### src/rtl/sbsram_pkg.sv
package sbsram_pkg;

  typedef enum logic [2:0] {
    CYC_DESEL    = 3'd0,
    CYC_RD_START = 3'd1,
    CYC_WR_START = 3'd2,
    CYC_ADVANCE  = 3'd3,
    CYC_HOLD     = 3'd4
  } cyc_kind_e;

endpackage

### src/rtl/sbsram_decode.sv
module sbsram_decode
  import sbsram_pkg::*;
#(
  parameter int LANES = 8
) (
  input  logic             ce1_n,
  input  logic             ce2,
  input  logic             ce3_n,
  input  logic             adsp_n,
  input  logic             adsc_n,
  input  logic             adv_n,
  input  logic             gw_n,
  input  logic             bwe_n,
  input  logic [LANES-1:0] bw_n,
  output cyc_kind_e        kind,
  output logic [LANES-1:0] lanes
);

  logic sel_all;
  logic wr_req;

  always_comb begin
    if (!gw_n)       lanes = '1;
    else if (!bwe_n) lanes = ~bw_n;
    else             lanes = '0;
  end

  assign wr_req  = |lanes;
  assign sel_all = !ce1_n && ce2 && !ce3_n;

  always_comb begin
    if (!adsp_n && !ce1_n) begin
      kind = sel_all ? CYC_RD_START : CYC_DESEL;
    end else if (!adsc_n) begin
      if (!sel_all)    kind = CYC_DESEL;
      else if (wr_req) kind = CYC_WR_START;
      else             kind = CYC_RD_START;
    end else begin
      kind = adv_n ? CYC_HOLD : CYC_ADVANCE;
    end
  end

endmodule

### src/rtl/sbsram_burst.sv
module sbsram_burst #(
  parameter int ADDR_W = 6
) (
  input  logic              clk,
  input  logic              rst_n,
  input  logic              en,
  input  logic              load,
  input  logic              step,
  input  logic              linear,
  input  logic [ADDR_W-1:0] addr_in,
  output logic [ADDR_W-1:0] addr_o
);

  localparam int CNT_W = 2;

  logic [ADDR_W-1:0] base_q, base_d;
  logic [CNT_W-1:0]  cnt_q, cnt_d;
  logic [CNT_W-1:0]  low_bits;

  always_comb begin
    base_d = base_q;
    cnt_d  = cnt_q;
    if (load) begin
      base_d = addr_in;
      cnt_d  = '0;
    end else if (step) begin
      cnt_d  = cnt_q + 1'b1;
    end
  end

  always_ff @(posedge clk or negedge rst_n) begin
    if (!rst_n) begin
      base_q <= '0;
      cnt_q  <= '0;
    end else if (en) begin
      base_q <= base_d;
      cnt_q  <= cnt_d;
    end
  end

  assign low_bits = linear ? (base_q[CNT_W-1:0] + cnt_q)
                           : (base_q[CNT_W-1:0] ^ cnt_q);
  assign addr_o   = {base_q[ADDR_W-1:CNT_W], low_bits};

endmodule

### src/rtl/sbsram_array.sv
module sbsram_array #(
  parameter int ADDR_W = 6,
  parameter int LANES  = 8,
  parameter int LANE_W = 8
) (
  input  logic                      clk,
  input  logic [LANES-1:0]          we_lanes,
  input  logic [ADDR_W-1:0]         addr,
  input  logic [LANES*LANE_W-1:0]   wdata,
  output logic [LANES*LANE_W-1:0]   rdata
);

  localparam int DEPTH = 1 << ADDR_W;

  for (genvar g = 0; g < LANES; g++) begin : g_lane
    logic [LANE_W-1:0] cells [DEPTH];

    always_ff @(posedge clk) begin
      if (we_lanes[g]) cells[addr] <= wdata[g*LANE_W +: LANE_W];
    end

    assign rdata[g*LANE_W +: LANE_W] = cells[addr];
  end

endmodule

### src/rtl/sbsram_ctrl.sv
module sbsram_ctrl
  import sbsram_pkg::*;
#(
  parameter int ADDR_W = 6,
  parameter int LANES  = 8,
  parameter int LANE_W = 8
) (
  input  logic                    clk,
  input  logic                    rst_n,
  input  logic                    sleep,
  input  logic                    ce1_n,
  input  logic                    ce2,
  input  logic                    ce3_n,
  input  logic                    adsp_n,
  input  logic                    adsc_n,
  input  logic                    adv_n,
  input  logic [ADDR_W-1:0]       addr,
  input  logic                    gw_n,
  input  logic                    bwe_n,
  input  logic [LANES-1:0]        bw_n,
  input  logic                    burst_linear,
  input  logic                    oe_n,
  input  logic [LANES*LANE_W-1:0] din,
  output logic [LANES*LANE_W-1:0] dq_o,
  output logic                    dq_oe
);

  localparam int DATA_W = LANES * LANE_W;

  cyc_kind_e         kind;
  logic [LANES-1:0]  lanes;
  logic [LANES-1:0]  we_lanes;
  logic [ADDR_W-1:0] cur_addr;
  logic [DATA_W-1:0] rdata;
  logic              clk_en;
  logic              load, step;
  logic              wr_commit, rd_fire;

  logic              active_q, active_d;
  logic              wr_q, wr_d;
  logic              drv_q, drv_d;
  logic [DATA_W-1:0] out_q, out_d;

  sbsram_decode #(.LANES(LANES)) u_decode (
    .ce1_n  (ce1_n),
    .ce2    (ce2),
    .ce3_n  (ce3_n),
    .adsp_n (adsp_n),
    .adsc_n (adsc_n),
    .adv_n  (adv_n),
    .gw_n   (gw_n),
    .bwe_n  (bwe_n),
    .bw_n   (bw_n),
    .kind   (kind),
    .lanes  (lanes)
  );

  assign clk_en = !sleep;
  assign load   = (kind == CYC_RD_START) || (kind == CYC_WR_START);
  assign step   = (kind == CYC_ADVANCE) && active_q;

  sbsram_burst #(.ADDR_W(ADDR_W)) u_burst (
    .clk     (clk),
    .rst_n   (rst_n),
    .en      (clk_en),
    .load    (load),
    .step    (step),
    .linear  (burst_linear),
    .addr_in (addr),
    .addr_o  (cur_addr)
  );

  // write beat: data and lane controls belong to the address taken one edge earlier
  assign wr_commit = clk_en && active_q && wr_q;
  assign we_lanes  = wr_commit ? lanes : '0;

  sbsram_array #(.ADDR_W(ADDR_W), .LANES(LANES), .LANE_W(LANE_W)) u_array (
    .clk      (clk),
    .we_lanes (we_lanes),
    .addr     (cur_addr),
    .wdata    (din),
    .rdata    (rdata)
  );

  // read beat: a deselect on this edge suppresses the pending word
  assign rd_fire = active_q && !wr_q && (kind != CYC_DESEL);

  always_comb begin
    active_d = active_q;
    wr_d     = wr_q;
    unique case (kind)
      CYC_DESEL:    active_d = 1'b0;
      CYC_RD_START: begin active_d = 1'b1; wr_d = 1'b0; end
      CYC_WR_START: begin active_d = 1'b1; wr_d = 1'b1; end
      default:      ;
    endcase
    drv_d = rd_fire;
    out_d = rd_fire ? rdata : out_q;
  end

  always_ff @(posedge clk or negedge rst_n) begin
    if (!rst_n) begin
      active_q <= 1'b0;
      wr_q     <= 1'b0;
      drv_q    <= 1'b0;
      out_q    <= '0;
    end else if (clk_en) begin
      active_q <= active_d;
      wr_q     <= wr_d;
      drv_q    <= drv_d;
      out_q    <= out_d;
    end
  end

  assign dq_o  = out_q;
  assign dq_oe = drv_q && !oe_n && !sleep;

endmodule

### config.mk
export PLATFORM = sky130hd
export DESIGN_NAME = sbsram_ctrl
export DESIGN_NICKNAME = d
export VERILOG_FILES = /design/src/rtl/sbsram_pkg.sv /design/src/rtl/sbsram_decode.sv /design/src/rtl/sbsram_burst.sv /design/src/rtl/sbsram_array.sv /design/src/rtl/sbsram_ctrl.sv
export SDC_FILE = /design/constraint.sdc
export NUM_CORES = 2
export LEC_CHECK = 0
export ABC_CLOCK_PERIOD_IN_PS = 3100
export BUFFER_PORTS_ARGS = -buffer_cell sky130_fd_sc_hd__buf_2
export CELL_PAD_IN_SITES_DETAIL_PLACEMENT = 1
export CELL_PAD_IN_SITES_GLOBAL_PLACEMENT = 1
export CORE_MARGIN = 2
export CORE_UTILIZATION = 49
export DETAILED_ROUTE_END_ITERATION = 10
export PLACE_DENSITY = 0.86
export RECOVER_POWER = 50
export SYNTH_ARGS = -nofsm -noshare
export SYNTH_HDL_FRONTEND = slang
export SYNTH_SLANG_ARGS = --single-unit
### constraint.sdc
create_clock -name clk -period 3.1 [get_ports clk]
set_input_delay 0.155 -clock clk [delete_from_list [all_inputs] [get_ports clk]]
set_output_delay 0.155 -clock clk [all_outputs]
set_load 0.02 [all_outputs]
==> flow_summary.json, run 1 <==
{
  "rows": 212,
  "ys_warn_count": 0,
  "h-tree-depth": 5,
  "netlist_top_cells_area": "edfxtp_1, mux4_2, mux2i_1",
  "synthTopCellsByCount": "edfxtp_1, nand2_1, nor2_1",
  "place.gp.congestion": 0.950,
  "yosysMostFrequentCell": "edfxtp_1",
  "ios": 156,
  "crit_endpoint": "dq_o[51]$_DFFE_PN0P_/D",
  "portBuffers": 155,
  "root_buffer": "clkbuf_16",
  "grt_max_degree": 76,
  "cts.path.max_buffers": 4,
  "cts.sinks": 4171,
  "yosysSeqAreaShare": 0.763,
  "syn_avg_cell_area_um2": 16.8,
  "antenna_found_initial": 237,
  "status": "did not finish",
  "die_x_um": 582,
  "async_reset_ff_frac": 0.0180,
  "initial_core_util": 0.492,
  "synth.largest_area_cell": "edfxtp_1",
  "firstError": "[ERROR GRT-0232] Routing congestion too high. Check the congestion heatmap in the GUI.",
  "grt_use_total": 0.717,
  "pre_cts_ws_ps": -744,
  "syn-num-nets": 9849,
  "synthDominantCellAreaShare": 0.752,
  "syn_inst": 9757,
  "lastStage": "global routing (5_1_grt)",
  "synth_cell_types": 71,
  "place_area_um2": 181000,
  "synth_edf_count": 4096,
  "synth_area_um2": 164000,
  "synth_seq_cells": 4171,
  "die_h_um": 582,
  "grt_overflow": 119,
  "worst-ep-kind": "sequential cell input",
  "dp_hpwl_um": 416000,
  "cts_buffers": 409,
  "synthFlopType": "edfxtp_1"
}
[stage by stage]
step           hold WS [ps]  std cells   util
4_1_cts               0.717      16100  0.603
3_5_place_dp            292      15100  0.545
2_1_floorplan          -141       9757      -
3_3_place_gp            285      15100  0.545
[repair_timing]
item	4_1_cts
hold buffers	63
buffers inserted	153
endpoints found under the hold margin	1365
endpoints found under the setup margin	4001
gates resized for setup	748
pin swaps	153
cloned	25
[layer usage]
layer  overflow  GRT usage
met2         47      0.820
met5          2      0.549
met1          1      0.677
met4         59      0.694
met3         10      0.674
[cells by family after synthesis]
group / after synthesis / share of synthesized area
XOR/XNOR: 4 / 0.000306
AO/OA/AOI/OAI: 1743 / 0.0702
AND/OR/NAND/NOR: 2079 / 0.0542
adder cells (fa/ha/maj): 1 / 0.0000764
flip-flops: 4171 / 0.763
multiplexers: 1057 / 0.0938
buffers and inverters: 702 / 0.0184
==> run 2: changes to the inputs <==
- ABC_CLOCK_PERIOD_IN_PS: 3100 -> 4030
- CELL_PAD_IN_SITES_DETAIL_PLACEMENT: 1 -> default
- CELL_PAD_IN_SITES_GLOBAL_PLACEMENT: 1 -> default
- CORE_UTILIZATION: 49 -> 40
- PLACE_DENSITY: 0.86 -> default
- PLACE_DENSITY_LB_ADDON: default -> 0.15
- clock period: 3.1 -> 4.03 ns (I/O delays scaled with it)
==> flow_summary.json, run 2 <==
{
  "antenna_found_initial": 56,
  "finClkSkew_ps": 61.3,
  "synthDominantCellAreaShare": 0.752,
  "largest_register_ffs": 4096,
  "async_reset_ff_frac": 0.0180,
  "grt_use_total": 0.279,
  "vias": 101000,
  "yosysSeqAreaShare": 0.763,
  "ios": 156,
  "first_pass_iters": 8,
  "synth_seq_cells": 4171,
  "drt-total-wl_um": 591000,
  "critPathLaunchType": "flip-flop",
  "layout_setup_ws_ps": -46.4,
  "synth.largest_area_cell": "edfxtp_1",
  "nFillCells": 34500,
  "synth_cell_types": 71,
  "syn_avg_cell_area_um2": 16.8,
  "rsz0062_at_grt": "no",
  "cts.sinks": 4171,
  "hold_class": "input pin to flip-flop",
  "min_from": "bw_n[0]",
  "cp_common_cell": "buf_4",
  "cts.path.max_buffers": 4,
  "critical_path.max_fanout": 29,
  "dp.cells": 15800,
  "post-route-min-period_ps": 4080,
  "synthTopCellsByCount": "edfxtp_1, nand2_1, nor2_1",
  "dr.first_iter.drc_count": 14700,
  "place.gp.congestion": 0.883,
  "post_drt_wl_per_cell_um": 35.3,
  "slowest_stage": "dfrtp_4",
  "yosysMostFrequentCell": "edfxtp_1",
  "insertion_delay_ps": 1040,
  "ys_warn_count": 0,
  "fp.dieArea_um2": 414000,
  "grt_pass1_wl_um": 809000,
  "netlist_top_cells_area": "edfxtp_1, mux4_2, mux2i_1",
  "top_register": "u_array.g_lane.cells",
  "synth_area_um2": 164000,
  "finalCritPeriodShare": 1.01,
  "power_leakage_nw": 63.1,
  "r2r_start": "u_burst.base_q[2]",
  "core_area_um2": 407000,
  "die_x_um": 644,
  "r2r_cells": 11,
  "final_common_cell": "edfxtp_1",
  "portBuffers": 155,
  "final_nets": 11000,
  "root_buffer": "clkbuf_16",
  "hold_viol_final": 0,
  "slew_viol_final": 3643,
  "h-tree-depth": 5,
  "crit_type": "flip-flop to flip-flop",
  "maxCapViolations": 74,
  "crit_arrival_ps": 4920,
  "initial_core_util": 0.402,
  "synth_edf_count": 4096,
  "tightest_slew_ps": 3380,
  "vias_per_cell": 6.03,
  "cts_buffers": 441,
  "grt_overflow": 0,
  "setup_viol": 4,
  "critPathMaxStageDelay_ps": 1080,
  "synthFlopType": "edfxtp_1",
  "clkTransAtPathRegs_ps": 60,
  "power.density_nw_per_um2": 607,
  "dp_hpwl_um": 379000,
  "drc_errors": 0,
  "postRouteAntennaNets": 0,
  "syn_inst": 9757,
  "layout_common_cells": "edfxtp_1, buf_4, nand2_1",
  "violations": "capacitance limit, slew limit, setup timing",
  "syn-num-nets": 9849,
  "pre_cts_ws_ps": -190,
  "area_growth_pct": 18.2,
  "status": "finished, violations left",
  "die_h_um": 644,
  "rrSetupSlack_ps": -50,
  "final_cells": 16700,
  "cp-end-kind": "flip-flop",
  "regToRegEndpoint": "dq_o[62]",
  "peakVddDrop_uv": 363,
  "hold_path_depth": 4,
  "fmax_mhz": 245,
  "grt_max_degree": 65,
  "min_to": "u_array.g_lane[0].cells[33][0]",
  "cp_cell_sequence": "buf_12, inv_8, nand2_2, nor2_4, buf_4, buf_4, a22oi_1, a41oi_1, buf_4, o21ai_0, a31oi_1",
  "cts_tree": "built",
  "max_slew_margin": -1.25,
  "layout-drive-gt1-share": 0.215,
  "rows": 234,
  "grt_pass1_vias": 96800,
  "critPathRequiredTime_ps": 4870
}
==> run 2: worst max path at each step <==
stage	startpoint	endpoint	slack (ps)	cells past startpoint
after global routing	u_burst.cnt_q[0]	dq_o[2]	20	12
after global placement	u_burst.cnt_q[0]	dq_o[28]	-240	9
final	u_burst.base_q[2]	dq_o[62]	-50	11
after floorplan	u_burst.cnt_q[0]	dq_o[59]	660	11
after CTS	u_burst.base_q[2]	dq_o[54]	60	9
after detailed placement	u_burst.cnt_q[0]	dq_o[28]	-190	9
==> run 2: final cells by class <==
| cell class | instances | area [um2] | area share |
|---|---|---|---|
| inverters | 6 | 37.5 | 0.000194 |
| flip-flops and latches | 4171 | 125000 | 0.646 |
| clock buffers | 552 | 11600 | 0.0601 |
| repair buffers | 1395 | 11500 | 0.0592 |
| multi-input cells | 4884 | 36100 | 0.187 |
| clock inverters | 274 | 2470 | 0.0127 |
| well taps | 5428 | 6790 | 0.0351 |
| diodes | 24 | 60.1 | 0.000310 |
==> run 2: worst max-delay path, delay by kind of cell, from the launching register on <==
kind,cells,cell delay [ps]
AO/OA/AOI/OAI,4,1340
buffers and inverters,5,1120
flip-flops,1,1080
AND/OR/NAND/NOR,2,310
==> run 2: power by group <==
| group | switching, W | internal, W | leakage, nW | total (W) |
|---|---|---|---|---|
| combinational | 0.0188 | 0.00958 | 18.5 | 0.0284 |
| sequential | 0.000900 | 0.0481 | 37.7 | 0.0490 |
| clock | 0.0173 | 0.0227 | 6.87 | 0.0400 |
| total | 0.0370 | 0.0803 | 63.1 | 0.117 |
==> run 2: routing by layer <==
| metal | up-vias | global-route usage | wire (um) |
|---|---|---|---|
| li1 | 41200 | - | - |
| met1 | 53000 | 0.390 | 238000 |
| met2 | 5698 | 0.423 | 265000 |
| met3 | 940 | 0.0640 | 61000 |
| met4 | 36 | 0.111 | 26700 |
| met5 | - | 0 | 252 |
==> run 2: cells by family (layout without fill, tap and decap cells) <==
kind of cell	count (synthesis)	in the layout	synth area share
compound gates	1743	1743	0.0702
xor+xnor	4	4	0.000306
fa+ha+maj	1	1	0.0000764
buf+inv	702	2227	0.0184
flops	4171	4171	0.763
mux	1057	1057	0.0938
other cells	0	24	0
simple gates	2079	2079	0.0542
==> run 2: stage by stage <==
stage                     cell area, um2  power (W)  setup TNS, ps  utilization  hold WS [ps]
after floorplan                   164000     0.0641              0            -         -94.1
after global placement            179000     0.0777           -719        0.439           169
after detailed placement          179000     0.0778           -584        0.439           173
after CTS                         194000      0.118              0        0.476          12.7
after global routing              193000      0.121              0        0.476           110
final                             193000      0.117          -91.0        0.476          99.0
==> run 2: timing repair <==
action,in CTS,in global routing
pin swaps,1,0
hold buffers,86,0
setup endpoints to repair,5,1
hold endpoints to repair,3011,0
setup buffers,5,0
gates resized for setup,2,1
Power figures use the tool's default switching activity.
